--- src/rtl/txq_ctrl.sv ---
module txq_ctrl #(
  parameter int ADDR_W = 32,
  parameter int LEN_W  = 11
) (
  input  logic              clk,
  input  logic              rst_n,
  input  logic              wr_addr_en,
  input  logic [ADDR_W-1:0] wr_addr_data,
  input  logic              wr_len_en,
  input  logic [LEN_W-1:0]  wr_len_data,
  input  logic              wr_nocrc,
  input  logic              clr_ovr,
  input  logic              clr_col,
  input  logic              tx_done,
  input  logic              tx_col,
  output logic              start_req,
  output logic [ADDR_W-1:0] start_addr,
  output logic [LEN_W-1:0]  start_len,
  output logic              start_nocrc,
  output logic              slot_free,
  output logic              tx_idle,
  output logic              ovr_flag,
  output logic              col_flag,
  output logic [LEN_W-1:0]  rd_len,
  output logic              rd_nocrc
);

  logic              act_v, pend_v;
  logic [ADDR_W-1:0] stage_addr, act_addr, pend_addr;
  logic [LEN_W-1:0]  act_len, pend_len, last_len;
  logic              act_nc, pend_nc;
  logic              sreq_q, ovr_q, col_q;

  assign slot_free = !(act_v && pend_v);

  wire              bad_wr   = (wr_addr_en || wr_len_en) && !slot_free;
  wire              commit   = wr_len_en && slot_free && (wr_len_data != '0);
  wire              finish   = tx_done && act_v;
  wire [ADDR_W-1:0] new_addr = (wr_addr_en && slot_free) ? wr_addr_data : stage_addr;

  always_ff @(posedge clk) begin
    if (!rst_n) begin
      act_v      <= 1'b0;
      pend_v     <= 1'b0;
      stage_addr <= '0;
      act_addr   <= '0;
      pend_addr  <= '0;
      act_len    <= '0;
      pend_len   <= '0;
      last_len   <= '0;
      act_nc     <= 1'b0;
      pend_nc    <= 1'b0;
      sreq_q     <= 1'b0;
      ovr_q      <= 1'b0;
      col_q      <= 1'b0;
    end else begin
      sreq_q <= 1'b0;
      if (wr_addr_en && slot_free) stage_addr <= wr_addr_data;
      if (commit) last_len <= wr_len_data;
      if (finish) begin
        if (pend_v) begin
          act_addr <= pend_addr;
          act_len  <= pend_len;
          act_nc   <= pend_nc;
          pend_v   <= 1'b0;
          sreq_q   <= 1'b1;
        end else if (commit) begin
          act_addr <= new_addr;
          act_len  <= wr_len_data;
          act_nc   <= wr_nocrc;
          sreq_q   <= 1'b1;
        end else begin
          act_v <= 1'b0;
        end
      end else if (commit) begin
        if (!act_v) begin
          act_addr <= new_addr;
          act_len  <= wr_len_data;
          act_nc   <= wr_nocrc;
          act_v    <= 1'b1;
          sreq_q   <= 1'b1;
        end else begin
          pend_addr <= new_addr;
          pend_len  <= wr_len_data;
          pend_nc   <= wr_nocrc;
          pend_v    <= 1'b1;
        end
      end
      ovr_q <= bad_wr || (ovr_q && !clr_ovr);
      col_q <= (tx_col && act_v) || (col_q && !clr_col);
    end
  end

  assign start_req   = sreq_q;
  assign start_addr  = act_addr;
  assign start_len   = act_len;
  assign start_nocrc = act_nc;
  assign tx_idle     = !act_v;
  assign ovr_flag    = ovr_q;
  assign col_flag    = col_q;
  assign rd_len      = last_len;
  assign rd_nocrc    = act_nc;

endmodule

--- config.mk ---
export PLATFORM = sky130hd
export DESIGN_NAME = txq_ctrl
export DESIGN_NICKNAME = d
export VERILOG_FILES = /design/src/rtl/txq_ctrl.sv
export SDC_FILE = /design/constraint.sdc
export NUM_CORES = 1
export LEC_CHECK = 0
export CORE_UTILIZATION = 48
export DETAILED_ROUTE_END_ITERATION = 8
export PLACE_DENSITY = 0.76
export SETUP_SLACK_MARGIN = 0.02
export SLEW_MARGIN = 20
export SYNTH_ARGS = -nofsm -noshare
export SYNTH_HDL_FRONTEND = slang
export SYNTH_SLANG_ARGS = --single-unit
--- constraint.sdc ---
create_clock -name clk -period 7.3 [get_ports clk]
set_clock_uncertainty 0.05 [all_clocks]
set_input_delay 1.46 -clock clk [delete_from_list [all_inputs] [get_ports clk]]
set_output_delay 1.46 -clock clk [all_outputs]
set_load 0.005 [all_outputs]
# Yosys cells after proc, flatten, opt, wreduce, memory -nomap -nowiden
# Index checks and enable logic that the tools add are counted.
# W data, S select, Z words.
word_totals:
  ff_bits: 136
  out_inout_bits: 61
  input_bits: 52
  elab_cells: 67
classes:
  eq_ne: 3
  bitwise_logic: 2
  reduce_logical: 24
  muxes: 25
ops:
  columns: ["operator", "count"]
  rows:
  - ["$mux W32", 6]
  - ["$mux W11", 5]
  - ["$mux W1", 14]
  - ["$reduce_bool A11 Y1", 1]
  - ["$logic_and A1 B1 Y1", 9]
  - ["$reduce_and A3 Y1", 3]
  - ["$logic_not A1 Y1", 4]
  - ["$ne A2 B2 Y1 const B", 2]
  - ["$reduce_bool A2 Y1", 2]
  - ["$logic_or A1 B1 Y1", 3]
  - ["$ne A2 B1 Y1 const B", 1]
  - ["$not A1 Y1", 2]
  - ["$reduce_and A2 Y1", 1]
  - ["$reduce_or A2 Y1", 1]

# Longest topological paths before layout
# Gate-level depths: netlist of run 1.
logic_depth:
  word_depth: 7
  mapped_depth: 11
  depth_no_buf: 7

# Least setup slack after synthesis of run 1
# Ideal clock, no wire load.
synth_timing:
  path_type: "input to register"
  startpoint: "input port wr_len_data[6]"
  endpoint: "register act_len[2] (netlist: start_len[2])"
  t_arrival_ns: 3.508
  n_path_buf: 3
  setup_time_ns: 0.116
  path_slack_ns: 3.626
  cell_stages: 10
  required_time_ns: 7.134
  cell_sequence: "or4_1 > o31a_1 > inv_1 > clkbuf_1 > ha_1 > nor3_1 > and2_1 > buf_6 > buf_6 > o211a_1"
synth_via:
  elab_chain_cells: 4
  word_cells_on_any_way: 5
  cone_classes: "reduce/logical: 5"
synth_lines:
  columns: ["element", "line_no", "text"]
  rows:
  - ["start, declared", "10", "input logic [LEN_W-1:0] wr_len_data,"]
  - ["$reduce_bool A11 Y1 *", "37", "wire commit = wr_len_en && slot_free && (wr_len_data != '0);"]
  - ["$logic_and A1 B1 Y1 *", "37", null]
  - ["$reduce_bool A2 Y1 (no source line)", null, null]
  - ["$reduce_and A3 Y1 (no source line) *", null, null]
  - ["end signal, assigned", "63", "act_len <= pend_len;"]
  - ["end signal, assigned", "69", "act_len <= wr_len_data;"]
  - ["end signal, assigned", "78", "act_len <= wr_len_data;"]
  - ["end, declared", "30", "logic [LEN_W-1:0] act_len, pend_len, last_len;"]
# Mark *: on every way between the ends. The rest lies on a longest branch, timed or not.
# A chain may end at the register's enable or synchronous reset.

# Worst setup path in the final report of run 1
layout_timing:
  startpoint: "input port wr_len_en"
  endpoint: "register act_addr[18] (netlist: start_addr[18])"
layout_via:
  elab_chain_cells: 4
  word_cells_on_any_way: 5
  cone_classes: "reduce/logical: 5"
layout_lines:
  columns: ["element", "line_no", "text"]
  rows:
  - ["start, declared", "9", "input logic wr_len_en,"]
  - ["$logic_and A1 B1 Y1 * (2 in series)", "37", null]
  - ["$reduce_bool A2 Y1 (no source line)", null, null]
  - ["$reduce_and A3 Y1 (no source line) *", null, null]
  - ["end signal, assigned", "62", "act_addr <= pend_addr;"]
  - ["end signal, assigned", "68", "act_addr <= new_addr;"]
  - ["end signal, assigned", "77", "act_addr <= new_addr;"]
  - ["end, declared", "29", "logic [ADDR_W-1:0] stage_addr, act_addr, pend_addr;"]
# Marked as above.

==> results of run 1 <==
[synthesized netlist by cell type]
| cell type | instances |
|---|---|
| sky130_fd_sc_hd__a21boi_0 | 3 |
| sky130_fd_sc_hd__a21boi_1 | 1 |
| sky130_fd_sc_hd__a21o_1 | 32 |
| sky130_fd_sc_hd__a21oi_1 | 1 |
| sky130_fd_sc_hd__and2_1 | 2 |
| sky130_fd_sc_hd__buf_1 | 1 |
| sky130_fd_sc_hd__buf_2 | 7 |
| sky130_fd_sc_hd__buf_4 | 1 |
| sky130_fd_sc_hd__buf_6 | 4 |
| sky130_fd_sc_hd__clkbuf_1 | 39 |
| sky130_fd_sc_hd__dfxtp_1 | 136 |
| sky130_fd_sc_hd__ha_1 | 1 |
| sky130_fd_sc_hd__inv_1 | 35 |
| sky130_fd_sc_hd__mux2i_1 | 58 |
| sky130_fd_sc_hd__nand2_1 | 47 |
| sky130_fd_sc_hd__nand2b_1 | 34 |
| sky130_fd_sc_hd__nand3_1 | 58 |
| sky130_fd_sc_hd__nand3b_1 | 11 |
| sky130_fd_sc_hd__nor2_1 | 21 |
| sky130_fd_sc_hd__nor2b_1 | 1 |
| sky130_fd_sc_hd__nor3_1 | 1 |
| sky130_fd_sc_hd__nor3b_1 | 1 |
| sky130_fd_sc_hd__o211a_1 | 12 |
| sky130_fd_sc_hd__o21ai_0 | 71 |
| sky130_fd_sc_hd__o221a_2 | 1 |
| sky130_fd_sc_hd__o22ai_1 | 18 |
| sky130_fd_sc_hd__o311ai_2 | 1 |
| sky130_fd_sc_hd__o31a_1 | 1 |
| sky130_fd_sc_hd__or3_1 | 1 |
| sky130_fd_sc_hd__or4_1 | 2 |
| sky130_fd_sc_hd__or4_4 | 1 |
[power groups by stage]
stage | Sequential [mW] | Combinational (mW) | Clock (mW)
6_report | 0.810 | 0.229 | 0.829
5_1_grt | 0.815 | 0.250 | 0.877
4_1_cts | 0.810 | 0.231 | 0.840
3_5_place_dp | 0.826 | 0.229 | 0
3_3_place_gp | 0.824 | 0.222 | 0
2_1_floorplan | 0.820 | 0.128 | 0
[state kept, by name (all words and copies together), names as in the netlist, 11 cells and up]
register    flops
pend_addr      32
stage_addr     32
start_addr     32
pend_len       11
rd_len         11
start_len      11
[critical path, stage by stage]
cell and delay [ps]:
sky130_fd_sc_hd__clkdlybuf4s50_1 500, sky130_fd_sc_hd__a21boi_0 410, sky130_fd_sc_hd__o31a_1 470, sky130_fd_sc_hd__inv_1 260, sky130_fd_sc_hd__ha_1 260, sky130_fd_sc_hd__nor3_1 180
sky130_fd_sc_hd__buf_4 230, sky130_fd_sc_hd__and2_2 870, sky130_fd_sc_hd__mux2i_1 290
[worst paths after layout]
kind	to	slack [ps]	cells past startpoint	startpoint
setup / recovery	start_addr[18]$_SDFFE_PN0P_	2640	9	wr_len_en
setup reg to reg	start_addr[18]$_SDFFE_PN0P_	3720	8	act_v$_SDFFE_PN0P_
hold reg to reg	start_addr[22]$_SDFFE_PN0P_	410	2	start_addr[22]$_SDFFE_PN0P_
hold / removal	start_addr[22]$_SDFFE_PN0P_	410	2	start_addr[22]$_SDFFE_PN0P_
[through the flow]
stage / hold WS, ps / instances / total power, mW / utilization, % / setup WS, ps
after floorplan: 388 / 603 / 0.948 / - / 3630
after global placement: 394 / 807 / 1.05 / 60.2 / 2410
after detailed placement: 403 / 807 / 1.05 / 60.2 / 2230
after CTS: 416 / 839 / 1.88 / 65.4 / 2640
after global routing: 434 / 839 / 1.94 / 65.4 / 2350
final: 409 / 839 / 1.87 / 65.4 / 2640
[final cells by class]
type | count | area share (%)
Sequential cell | 136 | 37.9
Multi-Input combinational cell | 380 | 33.8
Timing Repair Buffer | 116 | 16.0
Clock buffer | 19 | 6.02
Tap cell | 140 | 2.44
Clock inverter | 13 | 2.02
Inverter | 35 | 1.83
[layer usage]
metal	global-route usage, %	share of wire, %	vias up
li1	-	-	2231
met1	28.4	47	2127
met4	5.98	0.51	0
met3	5.62	4.9	6
met5	0	0	-
met2	35.8	48	108
[kinds of logic (layout without fill, tap and decap cells)]
kind of cell               after synthesis  in the layout
and+or+nand+nor                        180            180
AOI/OAI and AO/OA                      141            141
DFF                                    136            136
buffers and inverters                   87            183
muxes                                   58             58
adders and majority gates                1              1
==> summary.md, run 1 <==
| Metric | Value |
|---|---|
| Worst slew margin relative to its limit | 30.8% |
| Total iterations of the first detailed-routing run | 5 |
| Number of top-level pins | 113 |
| Area share of the largest cell type after synthesis | 49.6% |
| Synth area leaders | sky130_fd_sc_hd__dfxtp_1, sky130_fd_sc_hd__mux2i_1, sky130_fd_sc_hd__o21ai_0, sky130_fd_sc_hd__nand3_1, sky130_fd_sc_hd__a21o_1 |
| Input/output buffers | 112 |
| Number of violations reported at the end of detailed-routing iteration 0 | 262 |
| Mapped Nets | 656 |
| Total track usage | 21.9% |
| Share of synthesized area spent on multiplexers | 10.6% |
| Number of antenna violations at the first check in global routing | 0 |
| TritonCTS clock tree | yes |
| Synthesized flop and latch total | 136 |
| Hold Buf Count CTS | 0 |
| Overflow left after global routing | 0 |
| DRT antenna net count | 0 |
| Slew @ Worst Pin | 1040 ps |
| Total count of hold-check failures in the final report | 0 |
| Syn Inst Count | 603 |
| CTS clk-pin slew, worst paths | 60 ps |
| Cell Area, Placed | 6610 um2 |
| Most used cells in the layout excluding fill and tap cells | sky130_fd_sc_hd__dfxtp_1, sky130_fd_sc_hd__clkdlybuf4s50_1, sky130_fd_sc_hd__o21ai_0 |
| Sequential cell area | 2720 um2 |
| Synthesized-area fraction occupied by and/or/nand/nor cells | 16.5% |
| Xor/xnor cell area share of the yosys netlist | 0% |
| Net switching power of the design | 451 uW |
| Run status | completed |
| Max clock buf depth | 2 |
| Leading area contributor after synthesis | sky130_fd_sc_hd__dfxtp_1 |
| Multi-input gate area in the final layout | 2430 um2 |
| Routed WL per cell | 15.1 um |
| Achievable Freq | 215 MHz |
| Wire length reported by the detailed router | 12600 um |
| Post-layout minimum cycle time | 4660 ps |
| CTS-repair resized insts | 0 |
| Total power divided by cell area | 260 nW/um2 |
| Layout net count | 739 |
| # fillers | 915 |
| Number of max-cap violations | 0 |
| Clock buffer count from CTS | 17 |
| Peak fanout along the critical path | 44 |
| DR vias/cell | 5.33 |
| Routability cong. | 0.819 |
| Post-route cell area | 7190 um2 |
| Required time at the endpoint of the critical path | 7570 ps |
| Commonest non-fill, non-tap cell in the layout | sky130_fd_sc_hd__dfxtp_1 |
| Combinational family with the most area after synthesis | simple AND/OR/NAND/NOR gates |
| WS Path Type | in -> reg |
| Sequential Power Share | 43.4% |
| Number of distinct library cells after synthesis | 31 |
| Yosys warns | 0 |
| Portion of total power attributed to combinational logic | 12.3% |
| Switching fraction of total power | 24.2% |
| Number of global-route vias before repair | 4335 |
| Class of the worst hold path | reg -> reg |
| Static leakage | 3.20 nW |
| CTS root buf | sky130_fd_sc_hd__clkbuf_16 |
| Number of standard-cell rows in the floorplan | 38 |
| Unrepaired setup endpoints after global routing | false |
| Arrival time reported for the critical path endpoint | 4930 ps |
| Startpoint Class | primary input |
| Avg Synthesized Cell Area | 9.10 um2 |
| HPWL after detailed placement | 7800 um |
| Endpoint type of the worst setup path | flip-flop |
| Chip height | 109 um |
| Final setup violating endpoints | 0 |
| Post-Synth Adder-Cell Area | 0.228% |
| Wire length of the first global-routing pass | 20300 um |
| Crit share post-route | 63.9% |
| Pin count of the biggest net entering global routing | 103 |
| Setup total negative slack | 0 ps |
| Worst-skew pair later-pin latency | 410 ps |
| Starting Density | 50.0% |
| Number of pins with negative max-slew slack in the final report | 0 |
| Core Box Area | 11000 um2 |
| H-Tree Level Count | 4 |
| Peak supply drop | 0.170 mV |
| P&R area growth vs syn | 31.0% |
| Clock power frac | 44.4% |
| Sink count of the clock tree | 136 |
| Internal power | 1.42 mW |
| Netlist Area Pre-Place | 5490 um2 |
| Postcts setup bufs | 0 |
| Via count of the routed design | 4472 |
| Antenna cells | 0 |
| Overall die width | 109 um |
| Fraction of layout instances using a drive strength above 1 | 5.87% |
| Full die area | 11900 um2 |
| Synth Area in Compound Gates | 16.4% |
| Number of design rule violations left after detail routing | 0 |
| Sequential-to-total area share from yosys stat | 49.6% |
(Power assumes the default switching activity.)
==> inputs of run 2 (changes only) <==
Clock period 7.3 ns to 4.9 ns, I/O delays scaled along.
==> summary.md, run 2 (synthesis gave the netlist of run 1 again) <==
| Metric | Value |
|---|---|
| Static leakage | 3.26 nW (+1.6%) |
| Unrepaired setup endpoints after global routing | false |
| Critical path, cell by cell | clkdlybuf4s50_1, a21boi_0, o31a_1, inv_1, ha_1, nor3_1, buf_4, nand3_1, o22ai_1 |
| Wire length reported by the detailed router | 13000 um (+3.3%) |
| Total iterations of the first detailed-routing run | 5 (unchanged) |
| Number of design rule violations left after detail routing | 0 (unchanged) |
| Required time at the endpoint of the critical path | 5160 ps (-2410 ps) |
| Placement-stage worst setup slack | 481 ps (-1750 ps) |
| Routability cong. | 0.923 (+13%) |
| TritonCTS clock tree | yes |
| Setup total negative slack | 0 ps (unchanged) |
| Endpoint type of the worst setup path | flip-flop |
| WS Path Type | in -> reg |
| H-Tree Level Count | 4 (unchanged) |
| Overflow left after global routing | 0 (unchanged) |
| Number of violations reported at the end of detailed-routing iteration 0 | 256 (-2.3%) |
| DRT antenna net count | 0 (unchanged) |
| # fillers | 883 (-3.5%) |
| Fraction of layout instances using a drive strength above 1 | 6.55% (+0.69 points) |
| CTS clk-pin slew, worst paths | 60 ps (about the same) |
| CTS root buf | sky130_fd_sc_hd__clkbuf_16 |
| Worst reg-to-reg path cell count | 8 (unchanged) |
| Register-to-register setup slack | 1430 ps (-2290 ps) |
| Hold Buf Count CTS | 0 (unchanged) |
| Filler-free cell count of the finished design | 842 (+0.36%) |
| Crit share post-route | 83.4% |
| Arrival time reported for the critical path endpoint | 4350 ps (-580 ps) |
| Number of top-level pins | 113 (unchanged) |
| Wire length of the first global-routing pass | 20800 um (+2.5%) |
| Slew @ Worst Pin | 1030 ps (-11.5 ps) |
| Cell type of the slowest stage on the worst timing path | sky130_fd_sc_hd__nand3_1 |
| Launch instance of the worst min-delay path | start_addr[24]$_SDFFE_PN0P_ |
| Layout net count | 743 (+0.54%) |
| Endpoint of the worst register-to-register path | start_addr[16]$_SDFFE_PN0P_ |
| Sink count of the clock tree | 136 (unchanged) |
| Total instance count after detailed placement | 811 (+0.50%) |
| Number of global-route vias before repair | 4277 (-1.3%) |
| Total track usage | 22.7% (+0.80 points) |
| Peak fanout along the critical path | 18 (-59%) |
| Origin of the critical flop-to-flop path | act_v$_SDFFE_PN0P_ |
| Total power divided by cell area | 401 nW/um2 (+54%) |
| Highest cell delay on the worst timing path | 560 ps (-310 ps) |
| DR vias/cell | 5.36 (+0.58%) |
| Number of pins with negative max-slew slack in the final report | 0 (unchanged) |
| Total count of hold-check failures in the final report | 0 (unchanged) |
| Antenna cells | 0 (unchanged) |
| P&R area growth vs syn | 32.5% |
| Worst setup slack after layout | 812 ps (-1830 ps) |
| Peak supply drop | 0.198 mV (+16%) |
| Full die area | 11900 um2 (unchanged) |
| Number of standard-cell rows in the floorplan | 38 (unchanged) |
| Max clock buf depth | 2 (unchanged) |
| Run status | completed |
| Startpoint Class | primary input |
| Most used cells in the layout excluding fill and tap cells | sky130_fd_sc_hd__dfxtp_1, sky130_fd_sc_hd__clkdlybuf4s50_1, sky130_fd_sc_hd__o21ai_0 |
| Routed WL per cell | 15.5 um (+2.9%) |
| Overall die width | 109 um (unchanged) |
| Postcts setup bufs | 0 (unchanged) |
| Worst slew margin relative to its limit | 31.4% (+0.60 points) |
| Core occupancy in the finished layout | 66.2% (+0.77 points) |
| Starting Density | 50.0% (unchanged) |
| Achievable Freq | 245 MHz |
| Cell depth of the worst min-delay path | 2 (unchanged) |
| Commonest non-fill, non-tap cell in the layout | sky130_fd_sc_hd__dfxtp_1 |
| Post-layout minimum cycle time | 4090 ps |
| Input/output buffers | 112 (unchanged) |
| Core Box Area | 11000 um2 (unchanged) |
| CTS-repair resized insts | 0 (unchanged) |
| Number of max-cap violations | 0 (unchanged) |
| Min Hold Slack | 410 ps (+0.615 ps) |
| Pin count of the biggest net entering global routing | 89 (-14%) |
| Class of the worst hold path | reg -> reg |
| Final setup violating endpoints | 0 (unchanged) |
| Number of antenna violations at the first check in global routing | 0 (unchanged) |
| Worst hold endpoint | start_addr[24]$_SDFFE_PN0P_ |
| Chip height | 109 um (unchanged) |
| Worst-skew pair later-pin latency | 400 ps (about the same) |
| HPWL after detailed placement | 8290 um (+6.2%) |
| Clock buffer count from CTS | 17 (unchanged) |
| Via count of the routed design | 4514 (+0.94%) |
[run 2: changes by cell type in the layout (fill, tap and decap cells not counted), sizes merged]
cell / before / now
buf: 5 / 9
bufinv: 2 / 4
clkinvlp: 3 / 1
clkbuf: 19 / 18
clkinv: 4 / 5
inv: 39 / 38
[run 2: worst max-delay path: cells and delay by family]
family	cells	cell delay [ps]
AOI/OAI and AO/OA	3	1250
adders and majority gates	1	260
buffers and inverters	3	1020
and+or+nand+nor	2	810
[run 2: through the flow]
stage	total power, mW	area [um2]
2_1_floorplan	1.41	5490
3_3_place_gp	1.56	6640
3_5_place_dp	1.58	6640
4_1_cts	2.93	7270
5_1_grt	3.01	7270
6_report	2.91	7270
[run 2: power breakdown]
part           internal [mW]  switching (mW)  total [mW]
clock                  0.870           0.490        1.36
combinational          0.188           0.158       0.345
sequential              1.17          0.0370        1.21
total                   2.23           0.685        2.91
[run 2: layer usage]
metal / share of wire [%] / vias up / GRT usage (%)
li1: - / 2239 / -
met1: 46 / 2133 / 30.6
met2: 48 / 127 / 35.1
met3: 4.4 / 15 / 4.90
met4: 1.5 / 0 / 9.07
met5: 0 / - / 0
[run 2: final cells by class]
| type | instances | area (um2) | share of cell area [%] |
|---|---|---|---|
| Sequential cell | 136 | 2720 | 37.4 |
| Multi-Input combinational cell | 380 | 2430 | 33.4 |
| Timing Repair Buffer | 120 | 1180 | 16.2 |
| Clock buffer | 18 | 439 | 6.04 |
| Clock inverter | 13 | 194 | 2.67 |
| Tap cell | 140 | 175 | 2.41 |
| Inverter | 35 | 131 | 1.81 |
[run 2: worst max path at each step]
stage	end	startpoint	slack (ps)
floorplan	start_len[2]$_SDFFE_PN0P_	wr_len_data[6]	1710
global placement	start_addr[17]$_SDFFE_PN0P_	wr_len_en	650
detailed placement	start_addr[13]$_SDFFE_PN0P_	wr_len_en	480
CTS	start_addr[16]$_SDFFE_PN0P_	wr_len_en	840
global route	start_addr[16]$_SDFFE_PN0P_	wr_len_en	500
finish	start_addr[16]$_SDFFE_PN0P_	wr_len_en	810
==> inputs of run 3 (changes only) <==
Settings changed: CORE_UTILIZATION 48 to 46.
Clock period 4.9 ns to 3.63 ns, I/O delays scaled along.
==> summary.md, run 3 (synthesis gave the netlist of run 1 again) <==
| Metric | Value |
|---|---|
| Run status | complete, but fails checks |
| Violations in the final reports | DRC |
| Overflow left after global routing | 0 (unchanged) |
| Portion of total power attributed to combinational logic | 12.5% (+0.6 points) |
| Fraction of layout instances using a drive strength above 1 | 7.21% (+0.66 points) |
| Sink count of the clock tree | 136 (unchanged) |
| M1 wire length | 5980 um (-0.20%) |
| Met2 WL post-DR | 6450 um (+2.8%) |
| Final setup violating endpoints | 0 (unchanged) |
| Input/output buffers | 112 (unchanged) |
| Number of max-cap violations | 0 (unchanged) |
| Starting Density | 47.7% (-2.3 points) |
| Sequential cell area | 2720 um2 (unchanged) |
| Slew @ Worst Pin | 829 ps (-198 ps) |
| Arrival time reported for the critical path endpoint | 3260 ps (-1090 ps) |
| Total track usage | 22.7% (+0.028 points) |
| Number of top-level pins | 113 (unchanged) |
| TritonCTS clock tree | yes |
| H-Tree Level Count | 4 (unchanged) |
| Full die area | 12400 um2 (+4.3%) |
| Most used cells in the layout excluding fill and tap cells | sky130_fd_sc_hd__dfxtp_1, sky130_fd_sc_hd__clkdlybuf4s50_1, sky130_fd_sc_hd__o21ai_0 |
| Overall die width | 111 um (+2.1%) |
| Crit share post-route | 81.7% |
| Required time at the endpoint of the critical path | 3920 ps (-1240 ps) |
| Routed WL per cell | 15.8 um (+2.1%) |
| Wire length reported by the detailed router | 13400 um (+3.1%) |
| Via count of the routed design | 4605 (+2.0%) |
| Total instance count after detailed placement | 820 (+1.1%) |
| CTS-repair resized insts | 0 (unchanged) |
| Endpoint type of the worst setup path | flip-flop |
| HPWL after detailed placement | 8690 um (+4.9%) |
| Unrepaired setup endpoints after global routing | false |
| Total iterations of the first detailed-routing run | 7 (+2) |
| Peak supply drop | 0.242 mV (+23%) |
| # fillers | 945 (+7.0%) |
| Number of standard-cell rows in the floorplan | 39 (+2.6%) |
| Cell type of the slowest stage on the worst timing path | sky130_fd_sc_hd__clkdlybuf4s50_1 |
| WS Path Type | in -> reg |
| Number of antenna violations at the first check in global routing | 0 (unchanged) |
| Total count of hold-check failures in the final report | 0 (unchanged) |
| P&R area growth vs syn | 33.3% |
| Setup total negative slack | 0 ps (unchanged) |
| Met3 WL post-DR | 802 um (+39%) |
| Hold Buf Count CTS | 0 (unchanged) |
| Internal power | 2.93 mW (+31%) |
| Postcts setup bufs | 0 (unchanged) |
| Chip height | 111 um (+2.1%) |
| Antenna cells | 0 (unchanged) |
| Layout net count | 749 (+0.81%) |
| Number of design rule violations left after detail routing | 18 (+18) |
| DRT antenna net count | 0 (unchanged) |
| CTS clk-pin slew, worst paths | 60 ps (about the same) |
| Filler-free cell count of the finished design | 850 (+0.95%) |
| Highest cell delay on the worst timing path | 490 ps (-70 ps) |
| CTS root buf | sky130_fd_sc_hd__clkbuf_16 |
| DR vias/cell | 5.42 (+1.1%) |
| Clock power frac | 45.0% (-1.7 points) |
| Routability cong. | 0.835 (-9.6%) |
| Worst-skew pair later-pin latency | 410 ps (about the same) |
| Critical path, cell by cell | clkdlybuf4s50_1, a21boi_0, o31a_1, inv_1, ha_1, nor3_1, and2_2, buf_12, mux2i_1 |
| Max Used Layer | met4 |
| Clock buffer count from CTS | 17 (unchanged) |
| Net switching power of the design | 904 uW (+32%) |
| Pin count of the biggest net entering global routing | 88 (-1.1%) |
| Class of the worst hold path | reg -> reg |
| Total power divided by cell area | 524 nW/um2 (+31%) |
| Number of pins with negative max-slew slack in the final report | 0 (unchanged) |
| Number of global-route vias before repair | 4659 (+8.9%) |
| Static leakage | 3.27 nW (+0.57%) |
| Commonest non-fill, non-tap cell in the layout | sky130_fd_sc_hd__dfxtp_1 |
| Max clock buf depth | 2 (unchanged) |
| Wire length of the first global-routing pass | 22300 um (+7.2%) |
| Cell Area, Placed | 6730 um2 (+1.3%) |
| Startpoint Class | primary input |
| Post-layout minimum cycle time | 2970 ps |
| Worst slew margin relative to its limit | 44.7% (+13 points) |
| Achievable Freq | 337 MHz |
| Peak fanout along the critical path | 32 (+14) |
| Number of violations reported at the end of detailed-routing iteration 0 | 310 (+21%) |
| Switching fraction of total power | 23.6% (+0.065 points) |
| Sequential Power Share | 42.5% (+1.0 points) |
| Core Box Area | 11500 um2 (+4.9%) |
| Post-route cell area | 7320 um2 (+0.64%) |
| Multi-input gate area in the final layout | 2430 um2 (unchanged) |
## run 3: changes by cell type in the layout (fill, tap and decap cells not counted)
cell / change
sky130_fd_sc_hd__clkinv_2: +2
sky130_fd_sc_hd__bufinv_16: -1
sky130_fd_sc_hd__clkinv_4: -1
sky130_fd_sc_hd__buf_12: +3
sky130_fd_sc_hd__clkinvlp_4: +2
sky130_fd_sc_hd__buf_4: +3
sky130_fd_sc_hd__inv_6: -3
## run 3: layer usage
layer	track usage (%)	vias to the layer above
li1	-	2251
met1	28.3	2195
met2	37.0	137
met3	6.23	22
met4	9.01	0
met5	0	-
## run 3: layout make-up
class,count,share of cell area (%)
flip-flops and latches,136,37.2
multi-input cells,380,33.2
well taps,143,2.44
repair buffers,126,17.2
inverters,35,1.79
clock inverters,12,2.10
clock buffers,18,6.00
## run 3: critical path: cells and delay by family
family	cells	cell delay [ps]
multiplexers	1	220
adder cells (fa/ha/maj)	1	190
AND/OR/NAND/NOR	2	660
buffers and inverters	3	810
AO/OA/AOI/OAI	2	630
## run 3: stage by stage
step / util (%) / hold slack [ps] / worst slack, ps / total power [mW]
CTS: 63.6 / 414 / 657 / 3.86
detailed placement: 58.4 / 399 / 249 / 2.14
floorplan: - / 388 / 690 / 1.91
global route: 63.6 / 440 / 491 / 3.98
finish: 63.6 / 411 / 663 / 3.83
global placement: 58.4 / 391 / 412 / 2.12
## run 3: worst paths after layout
kind                               start                     endpoint  slack, ps  depth (start not counted)
min          start_addr[29]$_SDFFE_PN0P_  start_addr[29]$_SDFFE_PN0P_        410                          2
max reg2reg           act_v$_SDFFE_PN0P_  start_addr[23]$_SDFFE_PN0P_        990                          8
max                            wr_len_en  start_addr[23]$_SDFFE_PN0P_        660                          9
min reg2reg  start_addr[29]$_SDFFE_PN0P_  start_addr[29]$_SDFFE_PN0P_        410                          2
## run 3: power by group through the flow
stage	clock [mW]	sequential (mW)	combinational (mW)
2_1_floorplan	0	1.65	0.257
3_3_place_gp	0	1.66	0.464
3_5_place_dp	0	1.66	0.476
4_1_cts	1.74	1.63	0.482
5_1_grt	1.81	1.64	0.523
6_report	1.73	1.63	0.479
